--- config.mk ---
export PLATFORM = sky130hd
export DESIGN_NAME = vram_host_port
export DESIGN_NICKNAME = d
export VERILOG_FILES = /design/src/rtl/vhp_pkg.sv /design/src/rtl/vhp_strobe_sync.sv /design/src/rtl/vhp_sequencer.sv /design/src/rtl/vhp_slot_arbiter.sv /design/src/rtl/vram_host_port.sv
export SDC_FILE = /design/constraint.sdc
export NUM_CORES = 1
export LEC_CHECK = 0
export ABC_AREA = 0
export BUFFER_PORTS_ARGS = -buffer_cell sky130_fd_sc_hd__buf_2
export CAP_MARGIN = 0
export CORE_MARGIN = 2
export CORE_UTILIZATION = 45
export DETAILED_ROUTE_END_ITERATION = 16
export HOLD_SLACK_MARGIN = 0.12
export PLACE_DENSITY = 0.69
export SETUP_SLACK_MARGIN = 0.2
export SLEW_MARGIN = 20
export SYNTH_ARGS = -nofsm -noshare
export SYNTH_HDL_FRONTEND = slang
export SYNTH_HIERARCHICAL = 1
export SYNTH_SLANG_ARGS = --single-unit
--- constraint.sdc ---
create_clock -name clk -period 1.85 [get_ports clk]
set_input_delay 0 -clock clk [delete_from_list [all_inputs] [get_ports clk]]
set_output_delay 0 -clock clk [all_outputs]
set_load 0.01 [all_outputs]
--- src/rtl/vhp_pkg.sv ---
package vhp_pkg;

    // Order of the host transfer steps; the sequence itself is behaviour.
    typedef enum logic [1:0] {
        STEP_ADDR_HI = 2'd0,
        STEP_ADDR_LO = 2'd1,
        STEP_DATA    = 2'd2
    } host_step_e;

endpackage

--- src/rtl/vhp_strobe_sync.sv ---
module vhp_strobe_sync #(
    parameter int STAGES = 2
) (
    input  logic clk,
    input  logic rst_n,
    input  logic strobe_async,
    output logic strobe_rise
);

    localparam int LAST = STAGES - 1;

    typedef struct packed {
        logic [STAGES-1:0] chain;
        logic              prev;
    } sync_t;

    sync_t st_d, st_q;

    generate
        if (STAGES > 1) begin : g_multi
            always_comb begin
                st_d       = st_q;
                st_d.chain = {st_q.chain[STAGES-2:0], strobe_async};
                st_d.prev  = st_q.chain[LAST];
            end
        end else begin : g_single
            always_comb begin
                st_d       = st_q;
                st_d.chain = strobe_async;
                st_d.prev  = st_q.chain[LAST];
            end
        end
    endgenerate

    always_ff @(posedge clk) begin
        if (!rst_n) begin
            st_q <= '0;
        end else begin
            st_q <= st_d;
        end
    end

    assign strobe_rise = st_q.chain[LAST] & ~st_q.prev;

endmodule

--- src/rtl/vhp_sequencer.sv ---
module vhp_sequencer
    import vhp_pkg::*;
#(
    parameter int ADDR_W = 15,
    parameter int DATA_W = 8
) (
    input  logic              clk,
    input  logic              rst_n,
    input  logic              strobe_rise,
    input  logic [DATA_W-1:0] host_data,
    input  logic              auto_inc,
    input  logic              busy,
    input  logic              commit,
    output logic              launch,
    output logic [ADDR_W-1:0] addr,
    output logic [DATA_W-1:0] wdata
);

    localparam int HI_W = ADDR_W - DATA_W;

    typedef struct packed {
        host_step_e        step;
        logic [ADDR_W-1:0] addr;
        logic [DATA_W-1:0] wdata;
    } seq_t;

    seq_t seq_d, seq_q;
    logic accept;

    assign accept = strobe_rise & ~busy;
    assign launch = accept & (seq_q.step == STEP_DATA);

    always_comb begin
        seq_d = seq_q;
        if (accept) begin
            unique case (seq_q.step)
                STEP_ADDR_HI: begin
                    seq_d.addr[ADDR_W-1:DATA_W] = host_data[HI_W-1:0];
                    seq_d.step                  = STEP_ADDR_LO;
                end
                STEP_ADDR_LO: begin
                    seq_d.addr[DATA_W-1:0] = host_data;
                    seq_d.step             = STEP_DATA;
                end
                STEP_DATA: begin
                    seq_d.wdata = host_data;
                    seq_d.step  = auto_inc ? STEP_DATA : STEP_ADDR_HI;
                end
                default: begin
                    seq_d.step = STEP_ADDR_HI;
                end
            endcase
        end
        if (commit && auto_inc) begin
            seq_d.addr = seq_q.addr + ADDR_W'(1);
        end
    end

    always_ff @(posedge clk) begin
        if (!rst_n) begin
            seq_q.step  <= STEP_ADDR_HI;
            seq_q.addr  <= '0;
            seq_q.wdata <= '0;
        end else begin
            seq_q <= seq_d;
        end
    end

    assign addr  = seq_q.addr;
    assign wdata = seq_q.wdata;

endmodule

--- src/rtl/vhp_slot_arbiter.sv ---
module vhp_slot_arbiter (
    input  logic clk,
    input  logic rst_n,
    input  logic launch,
    input  logic fetch_slot,
    input  logic blank,
    output logic busy,
    output logic ram_we
);

    typedef struct packed {
        logic pending;
    } arb_t;

    arb_t arb_d, arb_q;
    logic slot_free;

    assign slot_free = blank | ~fetch_slot;
    assign ram_we    = arb_q.pending & slot_free;
    assign busy      = arb_q.pending;

    always_comb begin
        arb_d = arb_q;
        if (launch) begin
            arb_d.pending = 1'b1;
        end else if (ram_we) begin
            arb_d.pending = 1'b0;
        end
    end

    always_ff @(posedge clk) begin
        if (!rst_n) begin
            arb_q <= '0;
        end else begin
            arb_q <= arb_d;
        end
    end

endmodule

--- src/rtl/vram_host_port.sv ---
module vram_host_port #(
    parameter int ADDR_W      = 15,
    parameter int DATA_W      = 8,
    parameter int SYNC_STAGES = 2
) (
    input  logic              clk,
    input  logic              rst_n,
    input  logic [DATA_W-1:0] host_data,
    input  logic              host_stb,
    input  logic              auto_inc,
    output logic              busy,
    input  logic              fetch_slot,
    input  logic              blank,
    output logic              ram_we,
    output logic [ADDR_W-1:0] ram_addr,
    output logic [DATA_W-1:0] ram_wdata
);

    logic stb_rise;
    logic launch;

    vhp_strobe_sync #(
        .STAGES(SYNC_STAGES)
    ) u_sync (
        .clk         (clk),
        .rst_n       (rst_n),
        .strobe_async(host_stb),
        .strobe_rise (stb_rise)
    );

    vhp_sequencer #(
        .ADDR_W(ADDR_W),
        .DATA_W(DATA_W)
    ) u_seq (
        .clk        (clk),
        .rst_n      (rst_n),
        .strobe_rise(stb_rise),
        .host_data  (host_data),
        .auto_inc   (auto_inc),
        .busy       (busy),
        .commit     (ram_we),
        .launch     (launch),
        .addr       (ram_addr),
        .wdata      (ram_wdata)
    );

    vhp_slot_arbiter u_arb (
        .clk       (clk),
        .rst_n     (rst_n),
        .launch    (launch),
        .fetch_slot(fetch_slot),
        .blank     (blank),
        .busy      (busy),
        .ram_we    (ram_we)
    );

endmodule

==> impl_metrics.json <==
{
  "nets": 252,
  "power_leakage_nw": 0.931,
  "reg2reg_depth": 5,
  "peakVddDrop_mv": 0.499,
  "placed_area_um2": 1800,
  "relSlewSlack_pct": 68.1,
  "insertion_delay_ns": 0.28,
  "htree_levels": 2,
  "drv_slew": 0,
  "crit_end": "u_seq/addr[9]$_SDFFE_PN0P_",
  "pwr_density_cell_nw_per_um2": 677,
  "crit_arrival_ns": 1.76,
  "start_util_pct": 47.1,
  "dr.first_iter.drc_count": 104,
  "die_width_um": 66.1,
  "area_growth_pct": 18.4,
  "hp-start": "rst_n",
  "cp_num_buf_inv": 2,
  "grt.total_usage_pct": 20.7,
  "cts_tree": "yes",
  "synth_mux_area_share_pct": 0.576,
  "synthAdderAreaFrac_pct": 0.720,
  "numCtsBuffers": 5,
  "antenna_found_initial": 0,
  "fp.dieArea_um2": 4380,
  "path_clk_slew_ns": 0.06,
  "multiInputGateArea_um2": 933,
  "fin_area_um2": 2060,
  "final-seq-area_um2": 587,
  "hold_viol_final": 0,
  "fin_crit_sh_pct": 85.7,
  "setup_violations": 0,
  "yosys_warnings": 6,
  "drt.antenna.violating_nets": 0,
  "r2r_slack_ns": 0.32,
  "core_area_um2": 3690,
  "ys_ff_latch": 29,
  "syn-num-nets": 219,
  "rows": 22,
  "synth_top_family_by_area": "simple AND/OR/NAND/NOR gates",
  "wl_per_cell_um": 14.1,
  "synthXorXnorAreaFrac_pct": 0,
  "worst_slew_pin_slew_ns": 0.479,
  "clkSinkCount": 29,
  "final_core_util_pct": 55.8,
  "path_max_fanout": 6,
  "yosys-top-cells-area": "dfxtp_1 33%, buf_4 9.9%, nand2_1 5.2%",
  "routed_wl_mm": 4.04,
  "r2r-start": "u_seq/addr[0]$_SDFFE_PN0P_",
  "synth_common_cells": "29 x dfxtp_1, 24 x nand2_1, 23 x buf_4",
  "critPathLaunchType": "input pin",
  "first_pass_iters": 4,
  "netlist_area_um2": 1740,
  "cp_top_family": "simple AND/OR/NAND/NOR gates",
  "routabilityCongestion": 0.862,
  "io_pins": 39,
  "ys_types": 53,
  "setup_tns_ns": 0,
  "synth.most_common_cell": "dfxtp_1",
  "synth_ff_type": "dfxtp_1",
  "rsz0062_at_grt": "true",
  "vias": 1581,
  "status": "complete, no violations",
  "yosys.area.top_type": "dfxtp_1",
  "netlist_instances": 204,
  "fin_skew_ns": 0.00303,
  "drc": 0,
  "cap_viol_max_count": 0,
  "startpoint": "fetch_slot",
  "dp_cells": 267,
  "drive_above_1_share_pct": 33.6,
  "diodes": 0,
  "worstPathCellList": "dlygate4sd3_1 > buf_2 > nand2b_1 > and2_2 > and2_4 > or2_2 > o21a_1 > o221a_1",
  "crit_path_end_kind": "flop",
  "p_total_mw": 1.39,
  "fmax_ghz": 0.631,
  "synth-async-reset-ratio_pct": 0,
  "crit_cells": 8,
  "slowest_delay_ns": 0.53,
  "final.fill_count": 368,
  "period_minus_slack_ns": 1.59,
  "synth_edf_count": 0,
  "io_buffer_count": 38,
  "min-delay-path-class": "input pin to flop",
  "grt.overflow.total": 0,
  "fp.dieH_um": 66.1,
  "dpl.hpwl_mm": 2.96,
  "required_ns": 2.02,
  "slowest_stage": "dlygate4sd3_1",
  "path_class": "input pin to flop",
  "synthSimpleGateAreaFrac_pct": 29.7,
  "syn_area_per_cell_um2": 8.52,
  "ys_seq_area_share_pct": 33.4,
  "grt_pass1_vias": 1456,
  "r2r-end": "u_seq/addr[14]$_SDFFE_PN0P_",
  "viasPerCell": 5.53,
  "grt_pass1_wl_mm": 6.84,
  "final_cells": 286,
  "synth_compound_area_share_pct": 21.4,
  "synth_top_area_share_pct": 33.4,
  "cts_buffer_depth": 2,
  "grt_max_degree": 31,
  "root_buffer": "clkbuf_8"
}
## per-layer routing
layer	vias to the layer above	share of wire, %	GRT usage (%)
met3	13	7.3	7.50
met5	-	0	0
met2	66	44	30.3
met1	720	46	27.2
met4	0	2.6	8.67
li1	782	-	-
## area by class of cell
class,count,area share (%)
Inverter,4,0.730
Timing Repair Buffer,55,16.8
Multi-Input combinational cell,142,45.4
Sequential cell,29,28.5
Clock inverter,1,1.46
Clock buffer,7,4.20
Tap cell,48,2.92
## repair_timing
action,4_1_cts,5_1_grt
setup buffers,0,0
setup endpoints to repair,8,14
hold buffers,11,0
gates resized for setup,3,12
endpoints found under the hold margin,10,0
## registers in the layout, indices dropped and copies added, names as in the netlist
| register | count |
|---|---|
| u_arb/busy | 1 |
| u_seq/addr | 15 |
| u_seq/seq_q | 2 |
| u_seq/wdata | 8 |
| u_sync/st_d | 2 |
| u_sync/st_q | 1 |
## power breakdown
part,switching (mW),total (mW),internal [mW]
logic,0.0443,0.0912,0.0469
registers,0.00493,0.635,0.630
clock network,0.228,0.666,0.438
total,0.277,1.39,1.12
## cells in the final DEF (no fill, tap or decap), types with 2 or more instances in the layout
cell	n
buf_2	38
dfxtp_1	24
nand2_1	23
a21oi_1	12
nand3_1	12
dlygate4sd3_1	11
o21ai_0	7
clkbuf_8	6
buf_4	6
nor2_1	6
o211a_1	6
dfxtp_2	5
and2_2	4
nor2b_1	4
nand4_1	4
and3_1	4
a31oi_1	4
and2_1	4
a21boi_1	4
a21boi_0	4
nor3_1	3
inv_1	3
nand2b_1	2
o21ai_1	2
nand2_4	2
and3_2	2
or4_1	2
o221a_1	2
and4_2	2
o21a_1	2
o221a_2	2
## how the worst min path moves through the flow
stage,endpoint,cells after the start,slack (ns)
floorplan,u_arb/busy$_SDFFE_PN0P_,2,0.12
global placement,u_sync/st_d[2]$_SDFF_PN0_,2,0.21
detailed placement,u_sync/st_d[2]$_SDFF_PN0_,2,0.21
CTS,u_seq/addr[8]$_SDFFE_PN0P_,2,0.19
global route,u_seq/addr[8]$_SDFFE_PN0P_,2,0.21
finish,u_seq/addr[4]$_SDFFE_PN0P_,2,0.20
## logic make-up (layout without fill, tap and decap cells)
group           Yosys count  after routing
compound gates           52             52
simple gates             88             88
flops                    29             29
buf+inv                  33             67
fa+ha+maj                 1              1
mux                       1              1
## stage by stage
stage / hold slack, ns / setup slack (ns)
6_report: 0.198 / 0.264
5_1_grt: 0.207 / 0.197
4_1_cts: 0.190 / 0.209
3_5_place_dp: 0.211 / 0.140
3_3_place_gp: 0.210 / 0.124
2_1_floorplan: 0.119 / 0.215
(Power assumes the default switching activity.)
